==> src/rtl/aai_pkg.sv <==
package aai_pkg;
    typedef enum logic [2:0] {
        ST_IDLE,
        ST_WR_LO,
        ST_WR_HI,
        ST_BUSY,
        ST_READY
    } aai_state_t;

    localparam logic [7:0] OPC_WREN    = 8'h06;
    localparam logic [7:0] OPC_WRDI    = 8'h04;
    localparam logic [7:0] OPC_RDSR    = 8'h05;
    localparam logic [7:0] OPC_AAI     = 8'hAD;
    localparam logic [7:0] OPC_BSY_ON  = 8'h70;
    localparam logic [7:0] OPC_BSY_OFF = 8'h80;

    localparam logic [2:0] LEN_FIRST = 3'd6;
    localparam logic [2:0] LEN_NEXT  = 3'd3;
    localparam logic [2:0] LEN_ONE   = 3'd1;
endpackage

==> src/rtl/aai_frame_rx.sv <==
module aai_frame_rx #(
    parameter int ADDR_W = 19
) (
    input  logic              clk,
    input  logic              rst_n,
    input  logic              frame,
    input  logic              byte_vld,
    input  logic [7:0]        byte_dat,
    output logic              cmd_stb,
    output logic [7:0]        cmd_op,
    output logic [2:0]        cmd_len,
    output logic [ADDR_W-2:0] cmd_waddr,
    output logic [7:0]        cmd_d0,
    output logic [7:0]        cmd_d1
);
    localparam int WA_W = ADDR_W - 1;

    logic        frame_q;
    logic [2:0]  cnt_q;
    logic [2:0]  cnt_eff;
    logic [7:0]  op_q;
    logic [23:0] addr_q;
    logic [7:0]  d0_q;
    logic [7:0]  d1_q;

    assign cnt_eff = (frame && !frame_q) ? 3'd0 : cnt_q;

    always_ff @(posedge clk or negedge rst_n) begin
        if (!rst_n) begin
            frame_q <= 1'b0;
            cmd_stb <= 1'b0;
            cnt_q   <= '0;
            op_q    <= '0;
            addr_q  <= '0;
            d0_q    <= '0;
            d1_q    <= '0;
        end else begin
            frame_q <= frame;
            cmd_stb <= frame_q && !frame;
            if (frame && !frame_q)
                cnt_q <= '0;
            if (frame && byte_vld) begin
                if (cnt_eff != 3'd7)
                    cnt_q <= cnt_eff + 3'd1;
                if (cnt_eff == 3'd0)
                    op_q <= byte_dat;
                if (cnt_eff >= 3'd1 && cnt_eff <= 3'd3)
                    addr_q <= {addr_q[15:0], byte_dat};
                d0_q <= d1_q;
                d1_q <= byte_dat;
            end
        end
    end

    assign cmd_op    = op_q;
    assign cmd_len   = cnt_q;
    assign cmd_waddr = WA_W'(addr_q >> 1);
    assign cmd_d0    = d0_q;
    assign cmd_d1    = d1_q;

    AST_STB_SINGLE: assert property (@(posedge clk) disable iff (!rst_n)
        cmd_stb |=> !cmd_stb);
endmodule

==> src/rtl/aai_busy_tmr.sv <==
module aai_busy_tmr #(
    parameter int BUSY_CYC = 20
) (
    input  logic clk,
    input  logic rst_n,
    input  logic start,
    output logic last
);
    localparam int CNT_W = $clog2(BUSY_CYC + 1);

    logic [CNT_W-1:0] cnt_q;

    always_ff @(posedge clk or negedge rst_n) begin
        if (!rst_n)
            cnt_q <= '0;
        else if (start)
            cnt_q <= CNT_W'(BUSY_CYC);
        else if (cnt_q != '0)
            cnt_q <= cnt_q - 1'b1;
    end

    assign last = (cnt_q == CNT_W'(1));

    AST_TMR_LOAD: assert property (@(posedge clk) disable iff (!rst_n)
        start |=> (cnt_q == CNT_W'(BUSY_CYC)));
endmodule

==> src/rtl/aai_seq.sv <==
module aai_seq
    import aai_pkg::*;
#(
    parameter int ADDR_W   = 19,
    parameter int BUSY_CYC = 20
) (
    input  logic              clk,
    input  logic              rst_n,
    input  logic              frame,
    input  logic              byte_vld,
    input  logic [7:0]        byte_dat,
    output logic              wr_req,
    output logic [ADDR_W-1:0] wr_addr,
    output logic [7:0]        wr_dat,
    output logic              aai_mode,
    output logic              wel,
    output logic              busy,
    output logic              so_oe,
    output logic              so_val
);
    localparam int WA_W = ADDR_W - 1;

    logic            cmd_stb;
    logic [7:0]      cmd_op;
    logic [2:0]      cmd_len;
    logic [WA_W-1:0] cmd_waddr;
    logic [7:0]      cmd_d0;
    logic [7:0]      cmd_d1;
    logic            tmr_last;

    aai_state_t      state, state_nx;
    logic [WA_W-1:0] waddr_q;
    logic [7:0]      lo_q, hi_q;
    logic            wel_q, bsy_en_q;

    logic hit_first, hit_next, hit_exit, hit_wren, hit_wrdi, open_st, word_top;

    aai_frame_rx #(.ADDR_W(ADDR_W)) u_rx (
        .clk(clk), .rst_n(rst_n), .frame(frame), .byte_vld(byte_vld),
        .byte_dat(byte_dat), .cmd_stb(cmd_stb), .cmd_op(cmd_op),
        .cmd_len(cmd_len), .cmd_waddr(cmd_waddr), .cmd_d0(cmd_d0),
        .cmd_d1(cmd_d1)
    );

    aai_busy_tmr #(.BUSY_CYC(BUSY_CYC)) u_tmr (
        .clk(clk), .rst_n(rst_n), .start(state == ST_WR_HI), .last(tmr_last)
    );

    assign open_st   = (state == ST_IDLE) || (state == ST_READY);
    assign hit_first = cmd_stb && cmd_op == OPC_AAI && cmd_len == LEN_FIRST && wel_q;
    assign hit_next  = cmd_stb && cmd_op == OPC_AAI && cmd_len == LEN_NEXT;
    assign hit_wrdi  = cmd_stb && cmd_op == OPC_WRDI && cmd_len == LEN_ONE;
    assign hit_wren  = cmd_stb && cmd_op == OPC_WREN && cmd_len == LEN_ONE;
    assign hit_exit  = hit_wrdi || (cmd_stb && cmd_op == OPC_RDSR && cmd_len != 3'd0);
    assign word_top  = &waddr_q;

    always_comb begin
        state_nx = state;
        unique case (state)
            ST_IDLE:  if (hit_first) state_nx = ST_WR_LO;
            ST_WR_LO: state_nx = ST_WR_HI;
            ST_WR_HI: state_nx = ST_BUSY;
            ST_BUSY:  if (tmr_last) state_nx = word_top ? ST_IDLE : ST_READY;
            ST_READY: begin
                if (hit_next)      state_nx = ST_WR_LO;
                else if (hit_exit) state_nx = ST_IDLE;
            end
            default:  state_nx = ST_IDLE;
        endcase
    end

    always_ff @(posedge clk or negedge rst_n) begin
        if (!rst_n) begin
            state    <= ST_IDLE;
            waddr_q  <= '0;
            lo_q     <= '0;
            hi_q     <= '0;
            wel_q    <= 1'b0;
            bsy_en_q <= 1'b0;
        end else begin
            state <= state_nx;
            if ((state == ST_IDLE && hit_first) || (state == ST_READY && hit_next)) begin
                lo_q <= cmd_d0;
                hi_q <= cmd_d1;
            end
            if (state == ST_IDLE && hit_first)
                waddr_q <= cmd_waddr;
            if (state == ST_BUSY && tmr_last && !word_top)
                waddr_q <= waddr_q + 1'b1;
            if (cmd_stb && cmd_len == LEN_ONE && cmd_op == OPC_BSY_ON)
                bsy_en_q <= 1'b1;
            else if (cmd_stb && cmd_len == LEN_ONE && cmd_op == OPC_BSY_OFF)
                bsy_en_q <= 1'b0;
            if (state != ST_IDLE && state_nx == ST_IDLE)
                wel_q <= 1'b0;
            else if (open_st && hit_wren)
                wel_q <= 1'b1;
            else if (open_st && hit_wrdi)
                wel_q <= 1'b0;
        end
    end

    always_comb begin
        wr_req   = (state == ST_WR_LO) || (state == ST_WR_HI);
        wr_addr  = {waddr_q, state == ST_WR_HI};
        wr_dat   = (state == ST_WR_HI) ? hi_q : lo_q;
        busy     = wr_req || (state == ST_BUSY);
        aai_mode = (state != ST_IDLE);
        wel      = wel_q;
        so_oe    = bsy_en_q && aai_mode && !frame;
        so_val   = !busy;
    end

    AST_PAIR_ORDER: assert property (@(posedge clk) disable iff (!rst_n)
        (wr_req && !wr_addr[0]) |=> (wr_req && wr_addr[0] &&
        wr_addr[ADDR_W-1:1] == $past(wr_addr[ADDR_W-1:1])));
    AST_ENTRY_NEEDS_WEL: assert property (@(posedge clk) disable iff (!rst_n)
        $rose(aai_mode) |-> $past(wel));
    AST_MODE_HOLDS_WEL: assert property (@(posedge clk) disable iff (!rst_n)
        aai_mode |-> wel);
    AST_BUSY_HOLD: assert property (@(posedge clk) disable iff (!rst_n)
        (state == ST_BUSY && !tmr_last) |=> (state == ST_BUSY));
    AST_EXIT_CLEARS: assert property (@(posedge clk) disable iff (!rst_n)
        $fell(aai_mode) |-> !wel);
    AST_NO_WRAP: assert property (@(posedge clk) disable iff (!rst_n)
        (state == ST_READY && $past(state) == ST_BUSY) |-> (waddr_q != '0));
endmodule

==> config.mk <==
export PLATFORM = sky130hd
export DESIGN_NAME = aai_seq
export DESIGN_NICKNAME = d
export VERILOG_FILES = /design/src/rtl/aai_pkg.sv /design/src/rtl/aai_frame_rx.sv /design/src/rtl/aai_busy_tmr.sv /design/src/rtl/aai_seq.sv
export SDC_FILE = /design/constraint.sdc
export NUM_CORES = 1
export LEC_CHECK = 0
export BUFFER_PORTS_ARGS = -buffer_cell sky130_fd_sc_hd__clkbuf_2
export CAP_MARGIN = 20
export CORE_ASPECT_RATIO = 1.2
export CORE_MARGIN = 3
export CORE_UTILIZATION = 45
export CTS_CLUSTER_SIZE = 16
export DETAILED_ROUTE_END_ITERATION = 6
export PLACE_DENSITY = 0.62
export SYNTH_ARGS = -nofsm -noshare
export SYNTH_HDL_FRONTEND = slang
export SYNTH_HIERARCHICAL = 1
export SYNTH_SLANG_ARGS = --single-unit
==> constraint.sdc <==
create_clock -name clk -period 2.7 [get_ports clk]
set_clock_uncertainty 0.05 [all_clocks]
set_input_delay 0.54 -clock clk [delete_from_list [all_inputs] [get_ports clk]]
set_output_delay 0.54 -clock clk [all_outputs]
set_load 0.02 [all_outputs]
Word level (Yosys, flattened, before mapping). Cells that the tools add are included.

Add/sub/neg operators: 3. Magnitude comparators: 2. Equal/unequal tests: 15. Multiplexer cells: 19. Reduce and logical (&&, ||, !) cells: 48.

Operators with widths (number): $mux W18 (2); $logic_and A1 B1 Y1 (26); $eq A8 B3 Y1 const B (3); $mux W3 (8); $add A18 B1 Y18 const B (1); $reduce_and A18 Y1 (1); $eq A8 B8 Y1 const B (2); $pmux W3 S5 (1); $mux W5 (2); $eq A3 B2 Y1 const B (3); $logic_not A3 Y1 (3); $reduce_bool A3 Y1 (3); $eq A8 B7 Y1 const B (1); $mux W8 (1); $eq A3 B1 Y1 const B (2); $eq A3 B3 Y1 const B (2); $reduce_bool A2 Y1 (3); $eq A5 B1 Y1 const B (1); $logic_or A1 B1 Y1 (5); $mux W1 (5); $reduce_bool A5 Y1 (1); $sub A5 B1 Y5 const B (1); $logic_not A1 Y1 (4); $reduce_and A2 Y1 (2); other kinds (4) (4).

Register bits after elaboration: 92. Input bits: 12. Output and inout port bits: 33. Word-level logic and storage cells: 101.

Depth between registers and ports, before layout. Gate-level depths: netlist of the first run.

Word-level depth: 10. Gate-level depth with buffers: 10. Gate-level depth less buffers: 8.

Hierarchy. Netlist of the first run, hierarchy kept.

By module, submodules not included: aai_seq (instances 1, cells an instance 227, area an instance 2303.5 um2, sequential area each 975.9 um2); aai_frame_rx (instances 1, cells an instance 131, area an instance 2018.2 um2, sequential area each 1201.2 um2); aai_busy_tmr (instances 1, cells an instance 26, area an instance 269.0 um2, sequential area each 125.1 um2).

Worst setup path after synthesis of the first run. Ideal clock, no wire load.

Path type: register -> output. Start: register state[2]. End: output wr_dat[0]. Arrival: 1.881 ns. Data required time: 2.110 ns. Slack: 0.229 ns. Cell stages (with the launch flop): 4. Path buffers: 0. Path through: dfrtp_1 nand2b_1 nor2_1 mux2_2.

Longest elaborated chain between the ends: 2.

RTL lines: start: declaration (line aai_seq.sv:31) `aai_state_t state, state_nx;`; start signal: assignment (line aai_seq.sv:81) `state <= state_nx;`; $eq A3 B2 Y1; net wr_addr[0] (line aai_seq.sv:13) `output logic [ADDR_W-1:0] wr_addr,`; $mux W8 (line aai_seq.sv:106) `wr_dat = (state == ST_WR_HI) ? hi_q : lo_q;`; end: declaration (line aai_seq.sv:14) `output logic [7:0] wr_dat,`.

The timed path passes the listed nets, and every way through them passes these cells.

Worst setup path after layout of the first run.
Start: register state[2]. End: output wr_dat[1].

Longest elaborated chain between the ends: 2.

RTL lines (line): $eq A3 B2 Y1 (aai_seq.sv:106); $mux W8 (aai_seq.sv:106).

Every way passes these cells.

==> impl_metrics.yaml, run 1 <==
grt:
  grt_use_met1_pct: 24.1
  busiest_layer: "met2"
  grt_use_total_pct: 18.5
  grt_max_degree: 49
  grt_overflow: 0
  grt_pass1_wl_mm: 16.5
  antenna_found_initial: 0
  use_met2_pct: 30.7
  grt_pass1_vias: 3175
  grt_use_met3_pct: 3.29
clock_tree:
  cts-buffers-inserted: 9
  clk_path_buf_depth: 2
  cts.sinks: 92
  clk_latency_ps: 340
  cts_tree: "done"
  cts-hold-fix-buffers: 0
  cts_resized: 0
  clk_pin_slew_ps: 60
  htreeDepth: 3
  root_buffer: "clkbuf_16"
  post-cts-setup-buffers: 0
yosys:
  syn-cell-area_sq_mm: 0.00459
  syn_avg_cell_area_sq_um: 12.0
  synth-async-reset-ratio_pct: 100
  synth_cells: 384
  yosys_warnings: 6
  synthFlopType: "dfrtp_1"
  yosysSeqAreaShare_pct: 50.1
  ys_ff_latch: 92
  postSynthNetCount: 402
  ys_types: 65
  synth_edf_count: 0
critical_path:
  crit_fanout: 14
  critPathCaptureType: "output port"
  worstPathRequired_ps: 2110
  r2r_setup_slack_ps: 240
  max_stage_delay_ps: 460
  rr_startpoint: "u_tmr/cnt_q[1]"
  path_cells: "nand2b_1 -> nor2_1 -> buf_4 -> mux2_2 -> clkbuf_2"
  rr_endpoint: "waddr_q[11]"
  path_class: "flip-flop to output port"
  crit_arrival_ps: 1910
  cp-start-kind: "flip-flop"
  worstRegToRegCells: 8
  cp_slowest_cell: "dfrtp_1"
  cp.buffers_inverters: 2
  cpLargestDelayFamily: "flip-flops"
die:
  start_util_pct: 47.3
  row_count: 39
  dieArea_sq_mm: 0.0115
  die_y_um: 117
  core_sq_mm: 0.00971
  chipWidth_um: 98.2
  ioPinCount: 45
outcome:
  status: "complete, no violations"
route:
  viasPerCell: 5.70
  wl_mm: 9.87
  vias: 3136
  drc_errors: 0
  drt_iter0_markers: 162
  drt_pass1_iterations: 6
  wl_per_cell_um: 17.9
  ant_nets: 0
timing:
  fmax_mhz: 400
  finalHoldViolations: 0
  fin_ws_ps: 201
  finalSetupViolations: 0
  period_share_pct: 92.6
  worstMarginPinSlew_ps: 625
  finalSetupTns_ps: 0
  max_slew_margin_pct: 58.1
  period_minus_slack_ps: 2500
  rsz0062_at_grt: "false"
  drv_slew: 0
cells_and_area:
  area_delta_synth_final_pct: 13.4
  nNetsFinal: 441
  drive_above_1_share_pct: 36.3
  nFillCells: 856
  insertedDiodeCount: 0
hold_path:
  hold_class: "primary input to asynchronous set/reset pin"
power_and_ir_drop:
  leakagePower_nw: 2.49
  cellPowerDensity_mw_per_mm2: 833
  ir_worst_vdd_uv: 437
job:
  cap_viol_max_count: 0
place:
  globalplace.congestion: 0.877
  dp_hpwl_mm: 7.18
  place_ws_ps: 224
  portBuffers: 44
==> layer usage <==
layer / wire length, um / up-vias / share of wire (%)
met4: 218 / 0 / 2.2
met1: 4530 / 1551 / 46
met2: 4700 / 100 / 48
met5: 0 / - / 0
li1: - / 1472 / -
met3: 424 / 13 / 4.3
==> how the worst max path moves through the flow <==
stage / depth (start not counted) / startpoint / end
after CTS: 5 / state[2] / wr_dat[1]
after floorplan: 3 / state[2] / wr_dat[0]
after detailed placement: 8 / u_tmr/cnt_q[1] / waddr_q[11]
after global routing: 8 / u_tmr/cnt_q[1] / waddr_q[11]
after global placement: 8 / u_tmr/cnt_q[1] / waddr_q[11]
final: 5 / state[2] / wr_dat[1]
==> state kept, by name, indices dropped and copies added (netlist names), 3 cells and up <==
| register | count |
|---|---|
| u_rx/addr_q | 19 |
| waddr_q | 18 |
| hi_q | 8 |
| lo_q | 8 |
| u_rx/cmd_d0 | 8 |
| u_rx/cmd_d1 | 8 |
| u_rx/cmd_op | 8 |
| u_tmr/cnt_q | 5 |
| state | 3 |
| u_rx/cmd_len | 3 |
==> cell type report <==
class                   count  area, sq um  area share (%)
multi-input cells         256         2060            39.5
repair buffers             56          325            6.25
well taps                 123          154            2.96
clock inverters             3         68.8            1.32
clock buffers              12          267            5.12
flip-flops and latches     92         2300            44.2
inverters                   8         30.0           0.577
==> cell usage in the layout (no fill, tap or decap), types with 3 or more instances in the layout <==
master	Yosys	final
a21oi_1	9	9
a221o_1	3	3
a31oi_1	3	3
and2_1	4	4
and3_1	5	5
and4_1	4	4
buf_4	19	12
clkbuf_16	0	9
clkbuf_2	0	43
clkbuf_8	0	3
dfrtp_1	92	92
ha_1	6	6
inv_1	8	8
mux2_2	58	58
mux2_4	11	11
nand2_1	21	21
nand2b_1	4	4
nand3_1	19	19
nand4_1	6	6
nor2_1	25	25
nor3_1	13	13
o211ai_1	3	3
o21a_1	4	4
o21ai_0	4	4
or3_1	3	3
xnor2_1	4	4
==> synthesized netlist by cell type, drive strengths merged, types with 3 or more instances <==
| cell | number | area (sq um) |
|---|---|---|
| or3 | 4 | 26.3 |
| xnor2 | 4 | 35.0 |
| and4 | 4 | 35.0 |
| o211ai | 3 | 22.5 |
| inv | 8 | 30.0 |
| a31oi | 3 | 18.8 |
| nand2 | 22 | 85.1 |
| o21a | 4 | 30.0 |
| a21oi | 10 | 61.3 |
| ha | 6 | 75.1 |
| buf | 26 | 194 |
| dfrtp | 92 | 2300 |
| nor2 | 26 | 100 |
| a221o | 3 | 30.0 |
| and3 | 5 | 31.3 |
| nand4 | 7 | 50.1 |
| o21ai | 5 | 25.0 |
| nor4 | 4 | 46.3 |
| nand2b | 4 | 25.0 |
| and2 | 4 | 25.0 |
| nor3 | 14 | 75.1 |
| mux2 | 71 | 841 |
| nand3 | 20 | 113 |
==> cell families (layout without fill, tap and decap cells) <==
logic type      after synthesis  count (layout)  synth area share, %
mux                          71              71                 18.3
flops                        92              92                 50.1
xor+xnor                      4               4                0.763
simple gates                126             126                 16.0
fa+ha+maj                     6               6                 1.64
buf+inv                      36              79                 5.04
compound gates               49              49                 8.12
==> where the power goes <==
group / switching (mW) / total [mW] / internal (mW)
combinational: 0.482 / 0.974 / 0.492
sequential: 0.282 / 1.97 / 1.69
clock: 0.506 / 1.39 / 0.883
==> stage by stage <==
step                cells  cell area [sq um]  power (mW)  hold WS [ps]  util, %
detailed placement    535               4870        2.97           430     50.1
floorplan             384               4590        2.81           194        -
global route          550               5200        4.58           230     53.6
CTS                   550               5200        4.38           186     53.6
finish                550               5200        4.33           178     53.6
global placement      535               4870        2.93           420     50.1
==> worst register-to-register path, stage by stage (launching register included) <==
cell and delay, ps:
dfrtp_1 390, inv_1 90, ha_1 140, nor4b_1 380
nand2_1 170, or2_0 280, a21oi_4 230, mux2_4 320
a221o_1 290
No activity file was read; power rests on OpenSTA's default activity.
==> inputs of run 2 (changes only) <==
==> constraint.sdc (replaced) <==
create_clock -name clk -period 2.7 [get_ports clk]
set_clock_uncertainty 0.05 [all_clocks]
set_input_delay 0.135 -clock clk [delete_from_list [all_inputs] [get_ports clk]]
set_output_delay 0.135 -clock clk [all_outputs]
set_load 0.02 [all_outputs]
==> impl_metrics.yaml, run 2 (synthesis results as in run 1) <==
outcome:
  status: "complete, no violations"
route:
  viasPerCell: 5.66
  drt_iter0_markers: 165
  ant_nets: 0
  drt_pass1_iterations: 4
  wl_per_cell_um: 17.9
  wl_mm: 9.88
  vias: 3124
  drc_errors: 0
power_and_ir_drop:
  p_total_mw: 4.25
  ir_worst_vdd_uv: 494
  leakagePower_nw: 2.47
  cellPowerDensity_mw_per_mm2: 820
grt:
  grt_pass1_wl_mm: 16.7
  grt_pass1_vias: 3226
  grt_use_total_pct: 18.7
  antenna_found_initial: 0
  grt_max_degree: 70
  grt_overflow: 0
critical_path:
  path_class: "flip-flop to flip-flop"
  path_cells: "inv_1 -> ha_1 -> nor4b_1 -> nand2_1 -> or2_0 -> a21oi_4 -> mux2_4 -> a221o_1"
  worstPathRequired_ps: 2870
  cp.buffers_inverters: 1
  crit_arrival_ps: 2580
  cpLargestDelayFamily: "simple AND/OR/NAND/NOR gates"
  crit_fanout: 7
  cp_slowest_cell: "dfrtp_1"
  max_stage_delay_ps: 380
  critPathCaptureType: "flip-flop"
  cp-start-kind: "flip-flop"
die:
  chipWidth_um: 98.2
  die_y_um: 117
  start_util_pct: 47.3
  ioPinCount: 45
  dieArea_sq_mm: 0.0115
  core_sq_mm: 0.00971
  row_count: 39
cells_and_area:
  biggestRegsByFlops: "u_rx/addr_q: 19 flops, waddr_q: 18 flops"
  nFillCells: 859
  area_delta_synth_final_pct: 13.1
  layout_commonest_cell: "dfrtp_1"
  largest_reg_flops: 19
  drive_above_1_share_pct: 36.1
  layout_common_cells: "92 x dfrtp_1, 58 x mux2_2, 43 x clkbuf_2"
  nNetsFinal: 442
  top_register: "u_rx/addr_q"
  insertedDiodeCount: 0
clock_tree:
  cts.sinks: 92
  root_buffer: "clkbuf_16"
  cts_resized: 0
  htreeDepth: 3
  clk_pin_slew_ps: 70
  cts_tree: "done"
  clk_latency_ps: 330
  clk_path_buf_depth: 2
  cts-buffers-inserted: 9
place:
  globalplace.congestion: 0.891
  place_ws_ps: 275
  dp_hpwl_mm: 7.16
  portBuffers: 44
timing:
  fin_ws_ps: 294
  finalHoldViolations: 0
  finalSetupViolations: 0
  finalSetupTns_ps: 0
  max_slew_margin_pct: 62.4
  drv_slew: 0
  rsz0062_at_grt: "false"
  period_minus_slack_ps: 2410
  fmax_mhz: 416
  period_share_pct: 89.1
  worstMarginPinSlew_ps: 564
hold_path:
  hold_class: "primary input to flip-flop"
job:
  cap_viol_max_count: 0
## run 2: cell types whose count changed in the layout (fill, tap and decap cells not counted), sizes merged
cell         change
clkbuf           -2
clkinvlp         +2
dlygate4sd3      +2
inv              +2
buf              -1
bufinv           -1
## run 2: metrics by stage
stage / utilization [%] / hold WS (ps) / instances / area, sq um
3_5_place_dp: 50.1 / 26.8 / 534 / 4860
4_1_cts: 53.5 / 15.2 / 552 / 5190
2_1_floorplan: - / -211 / 384 / 4590
5_1_grt: 53.5 / 16.6 / 552 / 5190
6_report: 53.5 / 17.7 / 552 / 5190
3_3_place_gp: 50.1 / 22.4 / 534 / 4860
## run 2: area by class of cell
type                    count  area [sq um]  share of cell area [%]
flip-flops and latches     92          2300                    44.3
inverters                   8          30.0                   0.578
clock inverters             6          71.3                    1.37
multi-input cells         256          2060                    39.6
repair buffers             57           338                    6.51
well taps                 123           154                    2.96
clock buffers              10           239                    4.60
## run 2: worst paths after layout
| check | from | endpoint | slack (ps) | cells past startpoint |
|---|---|---|---|---|
| hold / removal | byte_dat[6] | u_rx/cmd_d1[6] | 20 | 2 |
| min in group asynchronous | rst_n | waddr_q[10] | 200 | 2 |
| hold reg to reg | u_rx/addr_q[0] | u_rx/addr_q[0] | 440 | 1 |
| max in group asynchronous | rst_n | u_rx/addr_q[9] | 1720 | 3 |
| setup / recovery | u_tmr/cnt_q[1] | waddr_q[11] | 290 | 8 |
| setup reg to reg | u_tmr/cnt_q[1] | waddr_q[11] | 290 | 8 |
## run 2: what timing repair did
| action | CTS | global route |
|---|---|---|
| buffers inserted | 0 | 0 |
| endpoints found under the hold margin | 25 | 0 |
| hold buffers | 2 | 0 |
## run 2: layer usage
| metal | up-vias | share of wire, % | track usage [%] |
|---|---|---|---|
| met4 | 0 | 2.4 | 7.92 |
| met3 | 16 | 3.2 | 3.05 |
| met5 | - | 0 | 0 |
| li1 | 1476 | - | - |
| met1 | 1573 | 45 | 23.9 |
| met2 | 59 | 50 | 31.7 |
## run 2: worst register-to-register path, delay by kind of cell, from the launching register on
family / cells / cell delay [ps]
compound gates: 2 / 530
fa+ha+maj: 1 / 150
buf+inv: 1 / 80
flops: 1 / 380
mux: 1 / 320
simple gates: 3 / 770
## run 2: power breakdown
part	leakage (nW)	total, mW	switching [mW]	internal, mW
sequential	1.17	1.97	0.283	1.69
clock	0.146	1.29	0.541	0.751
combinational	1.15	0.991	0.479	0.512
